<file path="config.mk">
export PLATFORM = sky130hd
export DESIGN_NAME = fan_pwm_ctl
export DESIGN_NICKNAME = d
export VERILOG_FILES = /design/src/rtl/fan_pkg.sv /design/src/rtl/fan_duty_calc.sv /design/src/rtl/fan_level_cmp.sv /design/src/rtl/fan_pwm_timebase.sv /design/src/rtl/fan_mode_ctrl.sv /design/src/rtl/fan_pwm_ctl.sv
export SDC_FILE = /design/constraint.sdc
export NUM_CORES = 1
export LEC_CHECK = 0
export CAP_MARGIN = 20
export CORE_MARGIN = 2
export CORE_UTILIZATION = 58
export DETAILED_ROUTE_END_ITERATION = 10
export PLACE_DENSITY = 0.78
export SLEW_MARGIN = 20
export SYNTH_ARGS = -nofsm -noshare
export SYNTH_HDL_FRONTEND = slang
export SYNTH_SLANG_ARGS = --single-unit
</file>
<file path="constraint.sdc">
create_clock -name clk -period 12.5 [get_ports clk]
set_clock_uncertainty 0.2 [all_clocks]
set_input_delay 1.25 -clock clk [delete_from_list [all_inputs] [get_ports clk]]
set_output_delay 1.25 -clock clk [all_outputs]
set_load 0.01 [all_outputs]
</file>
<file path="src/rtl/fan_pkg.sv">
package fan_pkg;

    typedef enum logic [1:0] {
        MD_OFF   = 2'd0,
        MD_START = 2'd1,
        MD_RUN   = 2'd2,
        MD_SLEEP = 2'd3
    } mode_e;

    // Comparator results handed from the level comparators to the mode machine
    typedef struct packed {
        logic off_req;    // primary code under the shutdown level
        logic on_req;     // primary code over the restart level
        logic sleep_req;  // both codes under a nonzero sleep level
        logic wake_req;   // either code over sleep level plus hysteresis
        logic over_temp;  // primary code over the fault level
    } cond_t;

    // Linear window: lo maps to 0, hi and above map to full
    function automatic int unsigned level_of(input int unsigned m,
                                             input int unsigned lo,
                                             input int unsigned hi,
                                             input int unsigned full);
        if (m <= lo)
            return 0;
        else if (m >= hi)
            return full;
        else
            return ((m - lo) * full) / (hi - lo);
    endfunction

endpackage

</file>
<file path="src/rtl/fan_duty_calc.sv">
module fan_duty_calc #(
    parameter int unsigned CODE_W = 8,
    parameter int unsigned CNT_W  = 8,
    parameter int unsigned WIN_LO = 77,
    parameter int unsigned WIN_HI = 179
) (
    input  logic [CODE_W-1:0] code_a,
    input  logic [CODE_W-1:0] code_b,
    output logic [CNT_W:0]    level
);
    localparam int unsigned FULL  = 1 << CNT_W;
    localparam int unsigned LVL_W = CNT_W + 1;

    logic [CODE_W-1:0] hi_code;

    always_comb begin
        hi_code = (code_a > code_b) ? code_a : code_b;
        level   = LVL_W'(fan_pkg::level_of(32'(hi_code), WIN_LO, WIN_HI, FULL));
    end

endmodule

</file>
<file path="src/rtl/fan_level_cmp.sv">
module fan_level_cmp #(
    parameter int unsigned CODE_W  = 8,
    parameter int unsigned OFF_LVL = 28,
    parameter int unsigned ON_LVL  = 102,
    parameter int unsigned OT_LVL  = 196,
    parameter int unsigned HYST    = 28
) (
    input  logic [CODE_W-1:0] code_a,
    input  logic [CODE_W-1:0] code_b,
    input  logic [CODE_W-1:0] slp,
    output fan_pkg::cond_t    cond
);
    localparam int unsigned EXT_W = CODE_W + 1;

    logic [EXT_W-1:0] wake_thr;

    always_comb begin
        wake_thr       = {1'b0, slp} + EXT_W'(HYST);
        cond.off_req   = code_a < CODE_W'(OFF_LVL);
        cond.on_req    = code_a > CODE_W'(ON_LVL);
        cond.over_temp = code_a > CODE_W'(OT_LVL);
        cond.sleep_req = (slp != '0) && (code_a < slp) && (code_b < slp);
        cond.wake_req  = ({1'b0, code_a} > wake_thr) || ({1'b0, code_b} > wake_thr);
    end

endmodule

</file>
<file path="src/rtl/fan_pwm_timebase.sv">
module fan_pwm_timebase #(
    parameter int unsigned CNT_W = 8
) (
    input  logic             clk,
    input  logic             rst,
    input  logic             tick,
    input  logic             clear,
    output logic [CNT_W-1:0] cnt,
    output logic             wrap
);
    always_ff @(posedge clk) begin
        if (rst || clear)
            cnt <= '0;
        else if (tick)
            cnt <= cnt + 1'b1;
    end

    assign wrap = tick && (cnt == {CNT_W{1'b1}});

endmodule

</file>
<file path="src/rtl/fan_mode_ctrl.sv">
module fan_mode_ctrl #(
    parameter int unsigned START_PERIODS = 64
) (
    input  logic           clk,
    input  logic           rst,
    input  fan_pkg::cond_t cond,
    input  logic           wrap,
    output fan_pkg::mode_e mode,
    output logic           start_clr,
    output logic           fault_n
);
    import fan_pkg::*;

    localparam int unsigned SC_W = (START_PERIODS > 1) ? $clog2(START_PERIODS) : 1;
    localparam logic [SC_W-1:0] SC_LAST = SC_W'(START_PERIODS - 1);

    mode_e           mode_d;
    logic [SC_W-1:0] scnt;

    always_comb begin
        mode_d = mode;
        if (cond.off_req) begin
            mode_d = MD_OFF;
        end else begin
            unique case (mode)
                MD_OFF:   if (cond.on_req)               mode_d = MD_START;
                MD_START: if (wrap && scnt == SC_LAST)   mode_d = MD_RUN;
                MD_RUN:   if (cond.sleep_req)            mode_d = MD_SLEEP;
                MD_SLEEP: if (cond.wake_req)             mode_d = MD_START;
                default:                                 mode_d = MD_OFF;
            endcase
        end
        start_clr = (mode_d == MD_START) && (mode != MD_START);
    end

    always_ff @(posedge clk) begin
        if (rst) begin
            mode    <= MD_START;
            scnt    <= '0;
            fault_n <= 1'b1;
        end else begin
            mode    <= mode_d;
            fault_n <= !cond.over_temp;
            if (start_clr)
                scnt <= '0;
            else if (mode == MD_START && wrap)
                scnt <= scnt + 1'b1;
        end
    end

endmodule

</file>
<file path="src/rtl/fan_pwm_ctl.sv">
module fan_pwm_ctl #(
    parameter int unsigned CODE_W        = 8,
    parameter int unsigned CNT_W         = 8,
    parameter int unsigned WIN_LO        = 77,
    parameter int unsigned WIN_HI        = 179,
    parameter int unsigned OT_LVL        = 196,
    parameter int unsigned OFF_LVL       = 28,
    parameter int unsigned ON_LVL        = 102,
    parameter int unsigned HYST          = 28,
    parameter int unsigned START_PERIODS = 64
) (
    input  logic              clk,
    input  logic              rst,
    input  logic              pwm_tick,
    input  logic [CODE_W-1:0] temp_a,
    input  logic [CODE_W-1:0] temp_b,
    input  logic [CODE_W-1:0] sleep_lvl,
    output logic              fan_out,
    output logic              fault_n
);
    import fan_pkg::*;

    localparam int unsigned LVL_W = CNT_W + 1;

    cond_t            cond;
    mode_e            mode;
    logic             start_clr;
    logic             wrap;
    logic [CNT_W-1:0] cnt;
    logic [LVL_W-1:0] level;
    logic [LVL_W-1:0] duty_q;

    fan_duty_calc #(
        .CODE_W(CODE_W), .CNT_W(CNT_W), .WIN_LO(WIN_LO), .WIN_HI(WIN_HI)
    ) u_duty (
        .code_a(temp_a), .code_b(temp_b), .level(level)
    );

    fan_level_cmp #(
        .CODE_W(CODE_W), .OFF_LVL(OFF_LVL), .ON_LVL(ON_LVL),
        .OT_LVL(OT_LVL), .HYST(HYST)
    ) u_cmp (
        .code_a(temp_a), .code_b(temp_b), .slp(sleep_lvl), .cond(cond)
    );

    fan_pwm_timebase #(
        .CNT_W(CNT_W)
    ) u_tb (
        .clk(clk), .rst(rst), .tick(pwm_tick), .clear(start_clr),
        .cnt(cnt), .wrap(wrap)
    );

    fan_mode_ctrl #(
        .START_PERIODS(START_PERIODS)
    ) u_mode (
        .clk(clk), .rst(rst), .cond(cond), .wrap(wrap),
        .mode(mode), .start_clr(start_clr), .fault_n(fault_n)
    );

    // Level is latched at the period wrap only
    always_ff @(posedge clk) begin
        if (rst)
            duty_q <= '0;
        else if (wrap)
            duty_q <= level;
    end

    always_comb begin
        unique case (mode)
            MD_START: fan_out = 1'b1;
            MD_RUN:   fan_out = {1'b0, cnt} < duty_q;
            default:  fan_out = 1'b0;
        endcase
    end

endmodule

</file>
# Yosys cells after proc, flatten, opt, wreduce, memory -nomap -nowiden
# Index checks and enable logic that the tools add are counted.
dict set report op_classes {
  addsub 4
  div_mod_pow 1
  magnitude_cmp 11
  n_eq_ne 7
  muxes 10
  n_reduce_logical 12
}
# operator count
set ops {}
lappend ops {{$div A32 B7 Y32 const B} 1}
lappend ops {{$gt A8 B9 Y1} 2}
lappend ops {{$mux W9} 2}
lappend ops {{$lt A8 B8 Y1} 2}
lappend ops {{$mux W2} 5}
lappend ops {{$add A8 B5 Y9 const B} 1}
lappend ops {{$lt A8 B9 Y1} 1}
lappend ops {{$sub A8 B7 Y9 const B} 1}
lappend ops {{$add A8 B1 Y8 const B} 1}
lappend ops {{$eq A8 B8 Y1 const B} 1}
lappend ops {{$ge A8 B8 Y1 const B} 1}
lappend ops {{$gt A8 B7 Y1 const B} 1}
lappend ops {{$gt A8 B8 Y1} 1}
lappend ops {{$gt A8 B8 Y1 const B} 1}
lappend ops {{$le A8 B7 Y1 const B} 1}
lappend ops {{$lt A8 B5 Y1 const B} 1}
lappend ops {{$mux W8} 1}
lappend ops {{$pmux W2 S4} 1}
lappend ops {{$reduce_bool A8 Y1} 1}
lappend ops {{$add A6 B1 Y6 const B} 1}
lappend ops {{$eq A6 B6 Y1 const B} 1}
lappend ops {{$logic_and A1 B1 Y1} 6}
lappend ops {{$eq A2 B1 Y1 const B} 2}
lappend ops {{$eq A2 B2 Y1 const B} 2}
lappend ops {{6 further kinds} 7}
dict set report word_totals {
  reg_bits 26
  output_inout_bits 2
  word_cells 50
}

# Longest topological paths before layout
dict set report logic_depth {
  word_depth 9
  depth_mapped 61
  depth_no_buf 54
}

# Hierarchy
# Synthesis repeated with hierarchy kept, for this count alone.
dict set report unflattened {
  hier_cells 875
  hier_area_um2 6572.6
}
# module instances cells_per_inst area_each_um2 seq_area_each_um2
set modules_own_cells {}
lappend modules_own_cells {fan_duty_calc 1 636 4419.2 0.0}
lappend modules_own_cells {fan_level_cmp 1 95 797.0 0.0}
lappend modules_own_cells {fan_pwm_ctl 1 60 543.0 180.2}
lappend modules_own_cells {fan_mode_ctrl 1 44 459.2 180.2}
lappend modules_own_cells {fan_pwm_timebase 1 40 354.1 160.2}

# Least setup slack after synthesis
# Ideal clock, no wire load.
dict set report synth_path {
  path_kind {input -> register}
  from {input port temp_b[3]}
  to {register duty_q[0]}
  arrival_time_ns 12.688
  slack_ns -0.477
  cell_stages 55
  cell_sequence {inv_1 ha_1 a21oi_1 a21o_1 nand2_2 buf_2 nor2_1 a21o_1 clkbuf_1 clkinv_1 ha_1 nor4_2 nor2_2 or3_1 a41o_1 o21ai_1 buf_4 nor2_1 [... 19 more ...] inv_2 xnor2_1 ha_1 a2111oi_2 nor2_1 and4_1 a211oi_2 nor4b_4 and2_4 buf_2 xnor2_1 ha_1 nor2_1 and3_1 mux2_2 mux2_2 o2111a_1 a311oi_2}
}
dict set report synth_between {
  elab_chain_len 6
}
# item line_no
set synth_rtl {}
lappend synth_rtl {{from (decl)} fan_pwm_ctl.sv:16} ;# input logic [CODE_W-1:0] temp_b,
lappend synth_rtl {{$gt A8 B8 Y1} fan_duty_calc.sv:17} ;# hi_code = (code_a > code_b) ? code_a : code_b;
lappend synth_rtl {{$mux W8 (*)} fan_duty_calc.sv:17}
lappend synth_rtl {{$sub A8 B7 Y9} fan_pkg.sv:29} ;# return ((m - lo) * full) / (hi - lo);
lappend synth_rtl {{$div A32 B7 Y32} fan_pkg.sv:29}
lappend synth_rtl {{$mux W9} fan_pkg.sv:26} ;# else if (m >= hi)
lappend synth_rtl {{$mux W9 (*)} fan_pkg.sv:24} ;# if (m <= lo)
lappend synth_rtl {{to (signal assigned)} fan_pwm_ctl.sv:65} ;# duty_q <= level;
lappend synth_rtl {{to (decl)} fan_pwm_ctl.sv:31} ;# logic [LVL_W-1:0] duty_q;
# Mark *: on every way between the ends. The rest lies on a longest branch, timed or not.
# A chain may end at the register's enable or synchronous reset.

# Final worst setup path
dict set report layout_path {
  from {input port temp_b[7]}
  to {register duty_q[0]}
}
# The elaborated chain is that of the path after synthesis.

==> flow_metrics.py <==
metrics = {
    "run_status": {
        "status": "complete, no violations",
    },
    "sta": {
        "hold_viol": 0,
        "finalSetupViolCount": 0,
        "holdWs_ps": 257,
        "fin_crit_ps": 12110,
        "max_freq_mhz": 82.6,
        "slew_headroom_pct": 37.6,
        "worst_slew_pin_slew_ps": 933,
        "fin_crit_sh_pct": 96.9,
        "drv_slew": 0,
    },
    "synthesis": {
        "ys_types": 109,
        "yosysSeqAreaShare_pct": 8.21,
        "yosys-top-cells-area": "ha_1 12%, dfxtp_1 8.2%, nor2_1 4.7%, a21oi_1 4.6%, xnor2_1 4.1%",
        "synthFlopType": "dfxtp_1",
        "synthMuxAreaShare_pct": 5.82,
        "synth_compound_area_share_pct": 34.5,
        "ys_async_sr_fraction_pct": 0,
        "syn_area_mm2": 0.00634,
        "synth_seq_cells": 26,
        "synth_xor_area_share_pct": 6.99,
        "synth-edff-count": 0,
        "syn_nets": 955,
        "synth_top_family_by_area": "compound AO/OA/AOI/OAI gates",
        "yosys.area.top_type": "ha_1",
        "synth_top_area_share_pct": 12.0,
        "synthAdderAreaFrac_pct": 12.0,
        "syn_inst": 867,
        "synth_area_per_cell_um2": 7.31,
        "yosysWarnings": 0,
        "yosys.area_share.simple_pct": 27.4,
    },
    "routing": {
        "dr.pass1.iters": 5,
        "via_count": 7335,
        "drc": 0,
        "vias_per_cell": 6.74,
        "ant_nets": 0,
        "wl_per_cell_um": 18.7,
        "drt_first_iter_violations": 666,
        "routed_wl_um": 20400,
    },
    "floorplanning": {
        "die_width_um": 109,
        "core_mm2": 0.0107,
        "floorplan.initialDensity_pct": 59.0,
        "rows": 38,
        "dieArea_mm2": 0.0118,
        "io_pins": 29,
        "die_height_um": 109,
    },
    "setup_path": {
        "critPathCaptureType": "flip-flop",
        "cp_max_fo": 13,
        "reg2reg_depth": 10,
        "crit_type": "input port to flip-flop",
        "worst_path_largest_cell_delay_ps": 500,
        "start_kind": "input port",
        "crit_slowest_cell": "clkdlybuf4s50_1",
        "arrival_ps": 12090,
        "crit_required_ps": 12480,
    },
    "grt": {
        "antenna_found_initial": 0,
        "grt_pass1_vias": 6670,
        "grt_util_all_layers_pct": 33.4,
        "grt-ovfl-total": 0,
        "grt_pass1_wl_um": 32300,
        "grt_start_max_net_pins": 17,
    },
    "placed_design": {
        "port_buffers": 28,
        "gp_congestion": 1.02,
        "dp_hpwl_um": 16000,
    },
    "clock_tree": {
        "clock_sink_count": 26,
        "htreeDepth": 1,
        "path_clk_slew_ps": 80,
        "cts_buffer_depth": 2,
        "clockRootBuffer": "clkbuf_8",
        "cts_made_buffers": 3,
        "hold_buffers": 0,
        "clk_latency_ps": 280,
        "cts_tree": "built",
    },
    "layout": {
        "diodes": 0,
        "n_fill_cell": 920,
        "nets": 1038,
        "syn2layout_area_growth_pct": 17.5,
        "regArea_um2": 520,
        "drive_gt1_share_pct": 18.1,
        "multiInputGateArea_mm2": 0.00565,
    },
    "min_path": {
        "min_path_type": "flip-flop to flip-flop",
        "hold_depth": 2,
    },
    "job": {
        "drv_cap": 0,
    },
}
==> kinds of logic (layout without fill, tap and decap cells) <==
group	after synthesis	in the layout
buf+inv	78	160
mux	35	35
fa+ha+maj	61	61
compound gates	295	295
simple gates	326	326
flops	26	26
xor+xnor	46	46
==> stage by stage <==
stage	worst slack [ps]	TNS [ps]	util [%]	cell area [µm²]	std cells
6_report	389	0	69.4	7450	1089
5_1_grt	-110	-110	69.4	7450	1089
4_1_cts	43.1	0	67.2	7220	1075
3_5_place_dp	-234	-234	66.5	7150	1069
3_3_place_gp	166	0	66.5	7150	1069
2_1_floorplan	48.5	0	-	6370	867
==> final cells by class <==
type	instances	share of cell area, %
sequential	26	6.98
multi-input combinational	763	75.9
inverter	53	2.75
clock buffer	4	0.739
timing repair buffer	103	11.3
tap	140	2.35
==> routing by layer <==
metal  wire (µm)  track usage (%)  part of all wire [%]  vias to the layer above
met2        9520             57.3                    47                      385
met4         762             12.7                   3.7                        0
li1            -                -                     -                     3489
met3        1430             2.59                   7.0                       64
met5           0                0                     0                        -
met1        8700             43.3                    43                     3397
==> sequential cells by signal, indices dropped and copies added (netlist names) <==
signal	count
duty_q	9
u_tb.cnt	8
u_mode.scnt	6
u_mode.mode	2
u_mode.fault_n	1
==> final timing paths <==
kind | from | endpoint | slack (ps)
min | duty_q[2]$_SDFFE_PP0P_ | duty_q[2]$_SDFFE_PP0P_ | 260
max | temp_b[7] | duty_q[0]$_SDFFE_PP0P_ | 390
min reg2reg | duty_q[2]$_SDFFE_PP0P_ | duty_q[2]$_SDFFE_PP0P_ | 260
max reg2reg | u_tb.cnt[3]$_SDFFE_PP0P_ | u_tb.cnt[4]$_SDFFE_PP0P_ | 9200
==> what timing repair did <==
action,4_1_cts,5_1_grt
pin swaps,0,7
buffers inserted,2,14
endpoints found under the setup margin,1,2
gates resized for setup,0,31
endpoints found under the hold margin,0,0
==> Yosys cell counts, types with 20 or more instances <==
cell,instances
a21oi_1,58
dfxtp_1,26
ha_1,61
inv_1,49
mux2i_1,20
nand2_1,68
nand3_1,27
nand4_1,22
nor2_1,80
nor3_1,21
o21ai_0,45
xnor2_1,30
==> cells in the final DEF (no fill, tap or decap), drive strengths merged, types with 9 or more instances in the layout <==
cell / n
a211oi: 10
a21oi: 63
a31oi: 15
and2: 12
and3: 9
buf: 75
clkdlybuf4s50: 28
dfxtp: 26
ha: 61
inv: 51
mux2: 15
mux2i: 20
nand2: 71
nand2b: 16
nand3: 28
nand4: 23
nor2: 82
nor2b: 14
nor3: 21
o2111ai: 10
o211ai: 19
o21a: 12
o21ai: 54
o31ai: 12
or2: 9
xnor2: 31
xor2: 14
==> critical path: cells and delay by family <==
family	cells	cell delay, ps
buffers and inverters	8	1280
adders and majority gates	6	1480
AOI/OAI and AO/OA	12	2750
xor gates and xnor gates	3	460
and+or+nand+nor	21	3640
muxes	4	1200
Power is not shown: default switching activity piles up to over one toggle a cycle in this logic, so the estimate is an artifact.
